==> src/rtl/pgm_pkg.sv <==
package pgm_pkg;

    typedef enum logic [1:0] {
        POK_LOW     = 2'd0,
        POK_QUAL_UP = 2'd1,
        POK_HIGH    = 2'd2,
        POK_QUAL_DN = 2'd3
    } pok_state_e;

    typedef enum logic [1:0] {
        ZC_IDLE     = 2'd0,
        ZC_COUNT    = 2'd1,
        ZC_DEGLITCH = 2'd2,
        ZC_LATCHED  = 2'd3
    } zc_state_e;

endpackage

==> src/rtl/pgm_pok_filter.sv <==
module pgm_pok_filter
    import pgm_pkg::*;
#(
    parameter int RISE_TICKS = 880,
    parameter int FALL_TICKS = 14
) (
    input  logic clk,
    input  logic rst_n,
    input  logic en_i,
    input  logic near_i,
    input  logic tick_i,
    output logic pok_o
);
    localparam int RW = $clog2(RISE_TICKS + 1);
    localparam int FW = $clog2(FALL_TICKS + 1);
    localparam int CW = (RW > FW) ? RW : FW;
    localparam logic [CW-1:0] RISE_LAST = CW'(RISE_TICKS - 1);
    localparam logic [CW-1:0] FALL_LAST = CW'(FALL_TICKS - 1);

    pok_state_e     state_q, state_d;
    logic [CW-1:0]  cnt_q, cnt_d;

    // state register
    always_ff @(posedge clk or negedge rst_n) begin
        if (!rst_n) begin
            state_q <= POK_LOW;
            cnt_q   <= '0;
        end else begin
            state_q <= state_d;
            cnt_q   <= cnt_d;
        end
    end

    // next state
    always_comb begin
        state_d = state_q;
        cnt_d   = cnt_q;
        if (!en_i) begin
            state_d = POK_LOW;
            cnt_d   = '0;
        end else begin
            unique case (state_q)
                POK_LOW, POK_QUAL_UP: begin
                    if (near_i) begin
                        state_d = POK_QUAL_UP;
                        if (tick_i) begin
                            if (cnt_q == RISE_LAST) begin
                                state_d = POK_HIGH;
                                cnt_d   = '0;
                            end else begin
                                cnt_d = cnt_q + 1'b1;
                            end
                        end
                    end else begin
                        state_d = POK_LOW;
                        cnt_d   = '0;
                    end
                end
                POK_HIGH, POK_QUAL_DN: begin
                    if (!near_i) begin
                        state_d = POK_QUAL_DN;
                        if (tick_i) begin
                            if (cnt_q == FALL_LAST) begin
                                state_d = POK_LOW;
                                cnt_d   = '0;
                            end else begin
                                cnt_d = cnt_q + 1'b1;
                            end
                        end
                    end else begin
                        state_d = POK_HIGH;
                        cnt_d   = '0;
                    end
                end
                default: begin
                    state_d = POK_LOW;
                    cnt_d   = '0;
                end
            endcase
        end
    end

    // outputs
    always_comb begin
        pok_o = (state_q == POK_HIGH) || (state_q == POK_QUAL_DN);
    end

    p_rise_cause_r1: assert property (@(posedge clk) disable iff (!rst_n)
        $rose(pok_o) |-> $past(en_i && near_i && tick_i));
    p_fall_cause_r2: assert property (@(posedge clk) disable iff (!rst_n)
        $fell(pok_o) |-> $past(!en_i || (!near_i && tick_i)));
    p_hold_high_r3: assert property (@(posedge clk) disable iff (!rst_n)
        (pok_o && near_i && en_i) |=> pok_o);
    p_en_clears_r9: assert property (@(posedge clk) disable iff (!rst_n)
        !en_i |=> !pok_o);

endmodule

==> src/rtl/pgm_zc_monitor.sv <==
module pgm_zc_monitor
    import pgm_pkg::*;
#(
    parameter int TRIP_TICKS   = 3500,
    parameter int GLITCH_TICKS = 100
) (
    input  logic clk,
    input  logic rst_n,
    input  logic en_i,
    input  logic zc_en_i,
    input  logic pok_i,
    input  logic under_i,
    input  logic det_dis_i,
    input  logic pd_det_i,
    input  logic tick_i,
    output logic zc_n_o,
    output logic disc_o,
    output logic hold_off_o
);
    localparam int TW = $clog2(TRIP_TICKS + 1);
    localparam int GW = $clog2(GLITCH_TICKS + 1);
    localparam logic [TW-1:0] TRIP_LAST   = TW'(TRIP_TICKS - 1);
    localparam logic [GW-1:0] GLITCH_LAST = GW'(GLITCH_TICKS - 1);

    zc_state_e      state_q, state_d;
    logic [TW-1:0]  trip_q, trip_d;
    logic [GW-1:0]  glit_q, glit_d;
    logic           det_q, det_d;
    logic           trip_now;
    logic           disc_q;

    // state register
    always_ff @(posedge clk or negedge rst_n) begin
        if (!rst_n) begin
            state_q <= ZC_IDLE;
            trip_q  <= '0;
            glit_q  <= '0;
            det_q   <= 1'b0;
        end else begin
            state_q <= state_d;
            trip_q  <= trip_d;
            glit_q  <= glit_d;
            det_q   <= det_d;
        end
    end

    // next state
    always_comb begin
        state_d  = state_q;
        trip_d   = trip_q;
        glit_d   = glit_q;
        det_d    = det_q;
        trip_now = 1'b0;
        if (!en_i || !zc_en_i) begin
            state_d = ZC_IDLE;
            trip_d  = '0;
            glit_d  = '0;
            det_d   = 1'b0;
        end else begin
            unique case (state_q)
                ZC_LATCHED: begin
                    if (!det_q && pd_det_i) begin
                        state_d = ZC_IDLE;
                        det_d   = 1'b0;
                    end
                end
                ZC_IDLE, ZC_COUNT, ZC_DEGLITCH: begin
                    if (!pok_i) begin
                        state_d = ZC_IDLE;
                        trip_d  = '0;
                        glit_d  = '0;
                    end else if (under_i) begin
                        state_d = ZC_COUNT;
                        glit_d  = '0;
                        if (tick_i) begin
                            if (trip_q == TRIP_LAST) begin
                                state_d  = ZC_LATCHED;
                                trip_d   = '0;
                                det_d    = det_dis_i;
                                trip_now = 1'b1;
                            end else begin
                                trip_d = trip_q + 1'b1;
                            end
                        end
                    end else if (state_q != ZC_IDLE) begin
                        state_d = ZC_DEGLITCH;
                        if (tick_i) begin
                            if (glit_q == GLITCH_LAST) begin
                                state_d = ZC_IDLE;
                                trip_d  = '0;
                                glit_d  = '0;
                            end else begin
                                glit_d = glit_q + 1'b1;
                            end
                        end
                    end
                end
                default: begin
                    state_d = ZC_IDLE;
                end
            endcase
        end
    end

    // outputs
    always_ff @(posedge clk or negedge rst_n) begin
        if (!rst_n) begin
            disc_q <= 1'b0;
        end else begin
            disc_q <= trip_now;
        end
    end

    always_comb begin
        zc_n_o     = (state_q != ZC_LATCHED);
        hold_off_o = (state_q == ZC_LATCHED) && det_q;
        disc_o     = disc_q;
    end

    p_trip_cause_r4: assert property (@(posedge clk) disable iff (!rst_n)
        $fell(zc_n_o) |-> $past(en_i && zc_en_i && pok_i && under_i && tick_i));
    p_disc_single_r6: assert property (@(posedge clk) disable iff (!rst_n)
        disc_o |=> !disc_o);
    p_disc_with_flag_r6: assert property (@(posedge clk) disable iff (!rst_n)
        disc_o |-> !zc_n_o);
    p_release_cause_r6: assert property (@(posedge clk) disable iff (!rst_n)
        $rose(zc_n_o) |-> $past(!en_i || !zc_en_i || pd_det_i));
    p_hold_is_latched_r7: assert property (@(posedge clk) disable iff (!rst_n)
        hold_off_o |-> !zc_n_o);
    p_hold_ignores_pd_r7: assert property (@(posedge clk) disable iff (!rst_n)
        (hold_off_o && en_i && zc_en_i) |=> hold_off_o);
    p_off_releases_r8: assert property (@(posedge clk) disable iff (!rst_n)
        (!zc_en_i || !en_i) |=> (zc_n_o && !hold_off_o));

endmodule

==> src/rtl/pwr_good_zc_mon.sv <==
module pwr_good_zc_mon #(
    parameter int POK_RISE_TICKS  = 880,
    parameter int POK_FALL_TICKS  = 14,
    parameter int ZC_TRIP_TICKS   = 3500,
    parameter int ZC_GLITCH_TICKS = 100
) (
    input  logic clk,
    input  logic rst_n,
    input  logic en_i,
    input  logic near_supply_i,
    input  logic under_zc_i,
    input  logic zc_en_i,
    input  logic det_disable_i,
    input  logic pd_detected_i,
    input  logic tick_i,
    output logic pok_o,
    output logic zc_n_o,
    output logic disconnect_o,
    output logic hold_off_o
);
    logic pok_w;

    pgm_pok_filter #(
        .RISE_TICKS (POK_RISE_TICKS),
        .FALL_TICKS (POK_FALL_TICKS)
    ) u_pok (
        .clk    (clk),
        .rst_n  (rst_n),
        .en_i   (en_i),
        .near_i (near_supply_i),
        .tick_i (tick_i),
        .pok_o  (pok_w)
    );

    pgm_zc_monitor #(
        .TRIP_TICKS   (ZC_TRIP_TICKS),
        .GLITCH_TICKS (ZC_GLITCH_TICKS)
    ) u_zc (
        .clk        (clk),
        .rst_n      (rst_n),
        .en_i       (en_i),
        .zc_en_i    (zc_en_i),
        .pok_i      (pok_w),
        .under_i    (under_zc_i),
        .det_dis_i  (det_disable_i),
        .pd_det_i   (pd_detected_i),
        .tick_i     (tick_i),
        .zc_n_o     (zc_n_o),
        .disc_o     (disconnect_o),
        .hold_off_o (hold_off_o)
    );

    assign pok_o = pok_w;

    p_reset_idle_r10: assert property (@(posedge clk)
        !rst_n |=> (!pok_o && zc_n_o && !disconnect_o && !hold_off_o));

endmodule

==> config.mk <==
export PLATFORM = sky130hd
export DESIGN_NAME = pwr_good_zc_mon
export DESIGN_NICKNAME = d
export VERILOG_FILES = /design/src/rtl/pgm_pkg.sv /design/src/rtl/pgm_pok_filter.sv /design/src/rtl/pgm_zc_monitor.sv /design/src/rtl/pwr_good_zc_mon.sv
export SDC_FILE = /design/constraint.sdc
export NUM_CORES = 1
export LEC_CHECK = 0
export ABC_AREA = 1
export BUFFER_PORTS_ARGS = -buffer_cell sky130_fd_sc_hd__buf_4
export CAP_MARGIN = 15
export CORE_AREA = 2 2 56 97
export DETAILED_ROUTE_END_ITERATION = 6
export DIE_AREA = 0 0 58 99
export GPL_TIMING_DRIVEN = 0
export RECOVER_POWER = 100
export SLEW_MARGIN = 20
export SYNTH_ARGS = -nofsm -noshare
export SYNTH_HDL_FRONTEND = slang
export SYNTH_SLANG_ARGS = --single-unit
==> constraint.sdc <==
create_clock -name clk -period 2 [get_ports clk]
set_input_delay 0 -clock clk [delete_from_list [all_inputs] [get_ports clk]]
set_output_delay 0 -clock clk [all_outputs]
set_load 0.1 [all_outputs]
[Word level (Yosys, flattened, before mapping)]
Index checks and enable logic that the tools add are counted.
Word-level totals
  logic and storage cells: 107
  input port bits: 9
  bits in registers: 35
  output and inout bits: 4
Cells by class
  equality and inequality tests: 23
  add/subtract/negate cells: 3
  mux-type cells: 55
  reductions and logical operators: 19
Operators with widths (number)
  $mux 12: 9
  $mux 10: 7
  $mux 7: 7
  $mux 2: 16
  $ne 4x4->1 const B: 5
  $pmux 10 s2: 1
  $add 12x1->12 const B: 1
  $eq 12x12->1 const B: 1
  $mux 1: 12
  $add 10x1->10 const B: 1
  $eq 10x10->1 const B: 1
  $eq 10x4->1 const B: 1
  $ne 3x1->1 const B: 3
  $eq 2x2->1 const B: 4
  $pmux 2 s2: 2
  $add 7x1->7 const B: 1
  $eq 7x7->1 const B: 1
  $ne 3x2->1 const B: 2
  $ne 5x5->1 const B: 1
  $reduce_and 5->1: 1
  $eq 2x1->1 const B: 2
  $logic_not 2->1: 2
  $reduce_and 2->1: 2
  $reduce_and 4->1: 1
  10 further kinds: 16

[Depth between registers and ports, before layout]
Gate-level depths: netlist of the first run.
  word-level depth: 8
  depth in mapped cells: 12
  gate-level depth less buffers: 11

[Modules after synthesis]
Synthesis of the first run repeated with hierarchy kept, for this count alone.
Unflattened totals
  cell total of the unflattened synthesis: 344
  area, all modules: 2326.0 µm²
By module, submodules not included
  pgm_zc_monitor: instances 1, area an instance 1521.5 µm², cells each 227
  pgm_pok_filter: instances 1, area an instance 804.5 µm², cells each 117

[Least setup slack after synthesis of the first run]
Ideal clock, no wire load.
  path type: register to output
  start point: reg u_zc.state_q[0]
  end point: out hold_off_o
  arrival time: 2.408 ns
  buffers on the path: 0
  cell stages (with the launch flop): 3
  data required time: 2.000 ns
  setup slack: -0.408 ns
  cell sequence: dfrtp_1 -> nand2_1 -> nor2_1
Between the ends
  word-level cells in the longest chain between the ends: 2
Ends and longest elaborated chain
  start: declaration: RTL line pgm_zc_monitor.sv:25  | zc_state_e state_q, state_d;
  start signal: assignment: RTL line pgm_zc_monitor.sv:40  | state_q <= state_d;
  $eq 2x2->1: RTL line pgm_zc_monitor.sv:116  | hold_off_o = (state_q == ZC_LATCHED) && det_q;
  $logic_and 1x1->1: RTL line pgm_zc_monitor.sv:116
  end: declaration: RTL line pwr_good_zc_mon.sv:19  | output logic hold_off_o
Every way passes these cells.

[Worst setup path after layout of the first run]
  start point: reg u_zc.glit_q[0]
  end point: reg u_zc.trip_q[4]
Between the ends
  word-level cells in the longest chain between the ends: 3
Ends and longest elaborated chain
  start: declaration: RTL line pgm_zc_monitor.sv:27  | logic [GW-1:0] glit_q, glit_d;
  start signal: assignment: RTL line pgm_zc_monitor.sv:42  | glit_q <= glit_d;
  $eq 7x7->1: RTL line pgm_zc_monitor.sv:88  | if (glit_q == GLITCH_LAST) begin
  $ne 4x4->1 (no source line)
  $reduce_and 4->1 (no source line)
  end signal: assignment: RTL line pgm_zc_monitor.sv:41  | trip_q <= trip_d;
  end: declaration: RTL line pgm_zc_monitor.sv:26  | logic [TW-1:0] trip_q, trip_d;
Every way passes these cells.
A chain may end at the register's enable or synchronous reset.

==> out/qor.yml, run 1 <==
tightestPinTransition_ns: 1.16
hpwlAfterDp_mm: 3.65
final_common_cell: "nand2_1"
gr-total-overflow: 0
crit_fanout: 10
vias: 1888
synth_ff_type: "dfrtp_1"
synth_xor_area_share_pct: 2.01
core_area_sq_um: 4930
die-area_sq_um: 5740
cts.path.max_buffers: 2
slew_headroom_pct: 23.1
area_delta_synth_final_pct: 11.1
synth_compound_area_share_pct: 5.62
syn_inst: 309
syn_nets: 322
clk_latency_ns: 0.29
maxCapViolCount: 0
ys_ff_latch: 34
crit_arrival_ns: 1.94
power.density_nw_per_um2: 566
num_rows: 34
path_clk_slew_ns: 0.07
yosys.area.top_type: "dfrtp_1"
synth_adder_area_share_pct: 2.29
hold_viol: 0
gp_congestion: 0.877
first_pass_iters: 4
setup_ws_ns: 0.253
grt_max_degree: 35
ir_worst_vdd_v: 0.000366
rsz0062_at_grt: "false"
cts_hold_buffers: 2
root_buffer: "clkbuf_8"
syn_area_sq_um: 2180
final_cell_mix: "nand2_1, nor2_1, inv_1"
drc_errors: 0
layout.nets: 343
yosys_warnings: 0
drive_gt1_share_pct: 10.3
viasPerCell: 4.90
grt_first_pass_wirelength_mm: 8.16
grt_usage_pct: 18.6
die_w_microns: 58
worstSetupPathType: "flip-flop to flip-flop"
status: "finished, final reports clean"
ys_top_cells_by_area: "dfrtp_1, nand2_1, nor2_1"
seq_area_frac_synth_pct: 39.0
htree_num_levels: 2
end_kind: "flip-flop"
synth_edf_count: 0
hold_path_class: "primary input to flip-flop"
skew_ns: 0.00909
wirelength_mm: 4.69
synth-async-reset-ratio_pct: 100
synth.distinct_cells: 28
power.total_uw: 1370
synth_top_area_share_pct: 39.0
preCtsSetupSlack_ns: 0.309
post_cts_resized: 0
clkSinkCount: 34
die_h_microns: 99
period_minus_slack_ns: 1.75
final.fill_count: 525
drt-wirelength-per-cell_microns: 12.2
ant_nets: 0
syn_avg_cell_area_sq_um: 7.06
synthSimpleGateAreaFrac_pct: 41.1
report.final.slew_viol_count: 0
numCtsBuffers: 5
worst_setup_path_start_kind: "flip-flop"
muxShareOfSynthArea_pct: 0
grt_pass1_vias: 1947
fmax_ghz: 0.572
worst_ep_required_time_ns: 2.19
antenna_cells: 0
synth_top_family_by_area: "simple AND/OR/NAND/NOR gates"
fin_crit_sh_pct: 87.4
io_buffers: 12
finalSetupViolCount: 0
postCtsSetupRepairBufs: 0
first_iter_violations: 54
initial_core_util_pct: 44.2
io_pins: 13
p_leak_uw: 0.00124
grt_antenna_before_repair: 0
finalSetupTns_ns: 0
cts_tree: "yes"
-- routing by layer --
| layer | GRT usage [%] | part of all wire [%] |
|---|---|---|
| met1 | 17.9 | 37 |
| met2 | 35.9 | 58 |
| met3 | 2.76 | 1.7 |
| met4 | 9.84 | 3.0 |
| met5 | 0 | 0 |
-- worst max-delay path: stages, from the launching register on --
cell and delay, ns:
dfrtp_1 0.38, ha_1 0.22, nand3_1 0.14, nor2_4 0.13, nor2_2 0.08, nor2_4 0.19
clkbuf_2 0.26, o21ai_1 0.09, and2_1 0.16
-- where the power goes --
part / internal, uW / switching, uW / leakage, uW
registers: 691 / 4.33 / 0.000474
logic: 22.2 / 46.7 / 0.000707
clock network: 348 / 261 / 0.0000575
total: 1060 / 312 / 0.00124
-- stage by stage --
stage          area (sq um)  cells  hold slack [ns]  util [%]
2_1_floorplan          2190    309           -0.296         -
3_3_place_gp           2340    375          -0.0143      47.5
3_5_place_dp           2340    375         -0.00931      47.5
4_1_cts                2470    385          0.00643      50.2
5_1_grt                2420    385           0.0168      49.1
6_report               2420    385          0.00978      49.1
-- worst paths after layout --
path | to | slack, ns | start | cells past startpoint
worst min register to register | u_zc.det_q | 0.47 | u_zc.det_q | 2
max in group asynchronous | u_zc.trip_q[2] | 1.09 | rst_n | 2
worst max-delay path | u_zc.trip_q[4] | 0.25 | u_zc.glit_q[0] | 8
min in group asynchronous | u_pok.cnt_q[5] | 0.36 | rst_n | 2
worst min-delay path | u_pok.state_q[1] | 0.01 | near_supply_i | 3
worst max register to register | u_zc.trip_q[4] | 0.25 | u_zc.glit_q[0] | 8
-- synth_stat cells, types with 2 or more instances --
cell type	count
buf_6	2
nand3_1	31
xor2_1	5
ha_1	4
dfrtp_1	34
nand3_4	3
nor2_4	2
o21ai_0	13
nand2_4	2
nor2_8	2
inv_2	4
o21a_1	2
o21ai_1	4
nand2_1	82
inv_1	43
nor2_1	52
nor3_1	6
a21oi_1	3
nand4_1	5
nand3b_1	2
-- state kept, by name, summed over array words and instances (netlist names) --
name           cells
u_pok.cnt_q       10
u_zc.disc_o        1
u_zc.glit_q        7
u_zc.state_q       2
u_zc.trip_q       12
u_pok.state_q      1
u_zc.det_q         1
-- cell families (layout without fill, tap and decap cells) --
kind of cell               Yosys count  count (layout)
and+or+nand+nor                    191             191
buffers and inverters               52              74
DFF                                 34              34
AOI/OAI and AO/OA                   23              23
xor gates and xnor gates             5               5
adders and majority gates            4               4
-- area by class of cell --
cell class	count	area [sq um]	area share, %
inverters	49	191	7.89
plain buffers	3	20.0	0.826
multi-input cells	223	1090	44.9
well taps	54	67.6	2.79
flip-flops and latches	34	851	35.1
clock buffers	8	110	4.54
repair buffers	14	95.1	3.92
Note: power is estimated with default switching activity, not from simulation.
==> run 2: changes to the inputs <==
--- a/config.mk
+++ b/config.mk
@@ -8,10 +8,13 @@
 export ABC_AREA = 1
 export BUFFER_PORTS_ARGS = -buffer_cell sky130_fd_sc_hd__buf_4
 export CAP_MARGIN = 15
-export CORE_AREA = 2 2 56 97
+export CELL_PAD_IN_SITES_DETAIL_PLACEMENT = 0
+export CELL_PAD_IN_SITES_GLOBAL_PLACEMENT = 1
+export CORE_AREA = 2 2 57 99
 export DETAILED_ROUTE_END_ITERATION = 6
-export DIE_AREA = 0 0 58 99
+export DIE_AREA = 0 0 59 101
 export GPL_TIMING_DRIVEN = 0
+export PLACE_DENSITY_LB_ADDON = 0.1
 export RECOVER_POWER = 100
 export SLEW_MARGIN = 20
 export SYNTH_ARGS = -nofsm -noshare
==> run 2 against run 1 <==
- hold slack improved by 0.0045 ns
- first-iteration DRC count grew 31%
- register-to-register slack about the same
- non-clock buffer count unchanged
- cell area grew 0.15%
- die area up 3.8%
- sequential share of layout area fell by 0.054 points
- critical endpoint is now u_zc.glit_q[2]
- largest cell class unchanged
==> out/qor.yml, run 2 (synthesis results as in run 1) <==
utilization_pct: 47.0  # was 49.1%
die_h_microns: 101  # was 99 microns
drc_errors: 0  # unchanged
post_cts_resized: 0  # unchanged
gp_congestion: 0.796  # was 0.877
r2r_start: "u_pok.state_q[1]"  # was u_zc.glit_q[0]
path_cells: "buf_6 -> inv_4 -> nor2_8 -> nand2_4 -> inv_2 -> nand2_1 -> nand3_1 -> nor2_1 -> clkinv_1 -> nand3_1 -> inv_1"  # was ha_1 -> nand3_1 -> nor2_4 -> nor2_2 -> nor2_4 -> clkbuf_2 -> o21ai_1 -> and2_1
drive_gt1_share_pct: 9.97  # was 10.3%
crit_fanout: 10  # unchanged
hold_path_class: "primary input to flip-flop"  # unchanged
cts.path.max_buffers: 2  # unchanged
end_kind: "flip-flop"  # unchanged
hold_viol: 0  # unchanged
final_cell_mix: "nand2_1, nor2_1, inv_1"  # unchanged
grt_max_degree: 35  # unchanged
period_minus_slack_ns: 1.74  # was 1.75 ns
worst_ep_required_time_ns: 2.19  # about the same
gr-total-overflow: 0  # unchanged
ir_worst_vdd_v: 0.000410  # was 0.000366 V
die-area_sq_um: 5960  # was 5740 sq um
p_leak_uw: 0.00122  # was 0.00124 uW
rrSetupSlack_ns: 0.26  # was 0.25 ns
grt_antenna_before_repair: 0  # unchanged
numCtsBuffers: 5  # unchanged
layout.nets: 343  # unchanged
slew_headroom_pct: 22.9  # was 23.1%
placedCellCount: 376  # was 375
grt_pass1_vias: 1933  # was 1,947
grt_usage_pct: 19.2  # was 18.6%
final_common_cell: "nand2_1"  # unchanged
rsz0062_at_grt: "false"  # unchanged
drt-wirelength-per-cell_microns: 12.9  # was 12.2 microns
first_pass_iters: 4  # unchanged
report.final.slew_viol_count: 0  # unchanged
area_delta_synth_final_pct: 11.3  # was 11.1%
worstSetupPathType: "flip-flop to flip-flop"  # unchanged
tightestPinTransition_ns: 1.16  # about the same
die_w_microns: 59  # was 58 microns
ant_nets: 0  # unchanged
initial_core_util_pct: 42.2  # was 44.2%
skew_ns: 0.0124  # was 0.00909 ns
reg2reg_depth: 11  # was 8
hpwlAfterDp_mm: 3.90  # was 3.65 mm
viasPerCell: 4.95  # was 4.90
vias: 1911  # was 1,888
final.fill_count: 585  # was 525
finalSetupTns_ns: 0  # unchanged
hold_ws_ns: 0.0142  # was 0.00978 ns
cpMostUsedCell: "nand3_1"  # was nor2_4
clk_latency_ns: 0.30  # was 0.29 ns
grt_first_pass_wirelength_mm: 8.54  # was 8.16 mm
hold_path_depth: 3  # unchanged
largest_reg_flops: 12  # unchanged
r2r-end: "u_zc.glit_q[2]"  # was u_zc.trip_q[4]
root_buffer: "clkbuf_8"  # unchanged
num_rows: 35  # was 34
critPathLaunch: "u_pok.state_q[1]"  # was u_zc.glit_q[0]
cts_tree: "yes"  # unchanged
htree_num_levels: 2  # unchanged
power.density_nw_per_um2: 542  # was 566 nW/um^2
setup.worst_path.end: "u_zc.glit_q[2]"  # was u_zc.trip_q[4]
finalSetupViolCount: 0  # unchanged
largest-register: "u_zc.trip_q"  # unchanged
crit_arrival_ns: 1.93  # was 1.94 ns
instances_no_fill: 386  # was 385
core_area_sq_um: 5170  # was 4930 sq um
path_clk_slew_ns: 0.08  # was 0.07 ns
antenna_cells: 0  # unchanged
fmax_ghz: 0.574  # was 0.572 GHz
postCtsSetupRepairBufs: 0  # unchanged
clkSinkCount: 34  # unchanged
slowest_stage: "dfrtp_1"  # unchanged
first_iter_violations: 71  # was 54
fin_crit_sh_pct: 87.1  # was 87.4%
io_buffers: 12  # unchanged
io_pins: 13  # unchanged
reg.largest.list: "u_zc.trip_q: 12 flops, u_pok.cnt_q: 10 flops, u_zc.glit_q: 7 flops"  # unchanged
worst_setup_path_start_kind: "flip-flop"  # unchanged
slowest_delay_ns: 0.38  # about the same
maxCapViolCount: 0  # unchanged
wirelength_mm: 5.00  # was 4.69 mm
cts_hold_buffers: 2  # unchanged
status: "finished, final reports clean"  # unchanged
-- run 2: changes by cell type in the layout (fill, tap and decap cells not counted), moves of 2 or more --
| cell | change |
|---|---|
| nor2_2 | -2 |
| o21ai_0 | -2 |
| o21ai_1 | +2 |
| clkbuf_8 | -2 |
-- run 2: how the worst min path moves through the flow --
stage	start	end	slack, ns
2_1_floorplan	rst_n	u_pok.cnt_q[0]	-0.30
3_3_place_gp	rst_n	u_pok.cnt_q[5]	-0.01
3_5_place_dp	rst_n	u_pok.cnt_q[5]	-0.01
4_1_cts	near_supply_i	u_pok.state_q[1]	0.01
5_1_grt	near_supply_i	u_pok.state_q[1]	0.03
6_report	near_supply_i	u_pok.state_q[1]	0.01
-- run 2: stage by stage --
stage	setup WS (ns)	total power [uW]	instance area (sq um)
6_report	0.259	1320	2430
5_1_grt	0.0909	1370	2430
4_1_cts	0.242	1340	2460
3_5_place_dp	0.266	778	2350
3_3_place_gp	0.278	778	2350
2_1_floorplan	0.244	736	2190
-- run 2: critical path, delay by kind of cell, from the launching register on --
| family | cells | cell delay, ns |
|---|---|---|
| simple gates | 6 | 0.79 |
| buf+inv | 5 | 0.45 |
| flops | 1 | 0.38 |
-- run 2: where the power goes --
part	switching (uW)	internal, uW	leakage (uW)
Combinational	47.4	22.2	0.000702
Sequential	4.14	691	0.000474
Clock	276	277	0.0000472
-- run 2: metal layers --
layer | GRT usage, % | routed length, microns | vias up
met2 | 38.8 | 2950 | 13
met1 | 18.0 | 1840 | 886
li1 | - | - | 1005
met4 | 7.87 | 116 | 0
met5 | 0 | 0 | -
met3 | 2.82 | 93 | 7
-- run 2: final cells by class --
| class | count | area [sq um] | share of cell area, % |
|---|---|---|---|
| sequential | 34 | 851 | 35.0 |
| multi-input combinational | 223 | 1100 | 45.3 |
| inverter | 49 | 191 | 7.88 |
| clock inverter | 2 | 12.5 | 0.515 |
| timing repair buffer | 14 | 95.1 | 3.92 |
| tap | 55 | 68.8 | 2.83 |
| buffer | 3 | 26.3 | 1.08 |
| clock buffer | 6 | 82.6 | 3.40 |
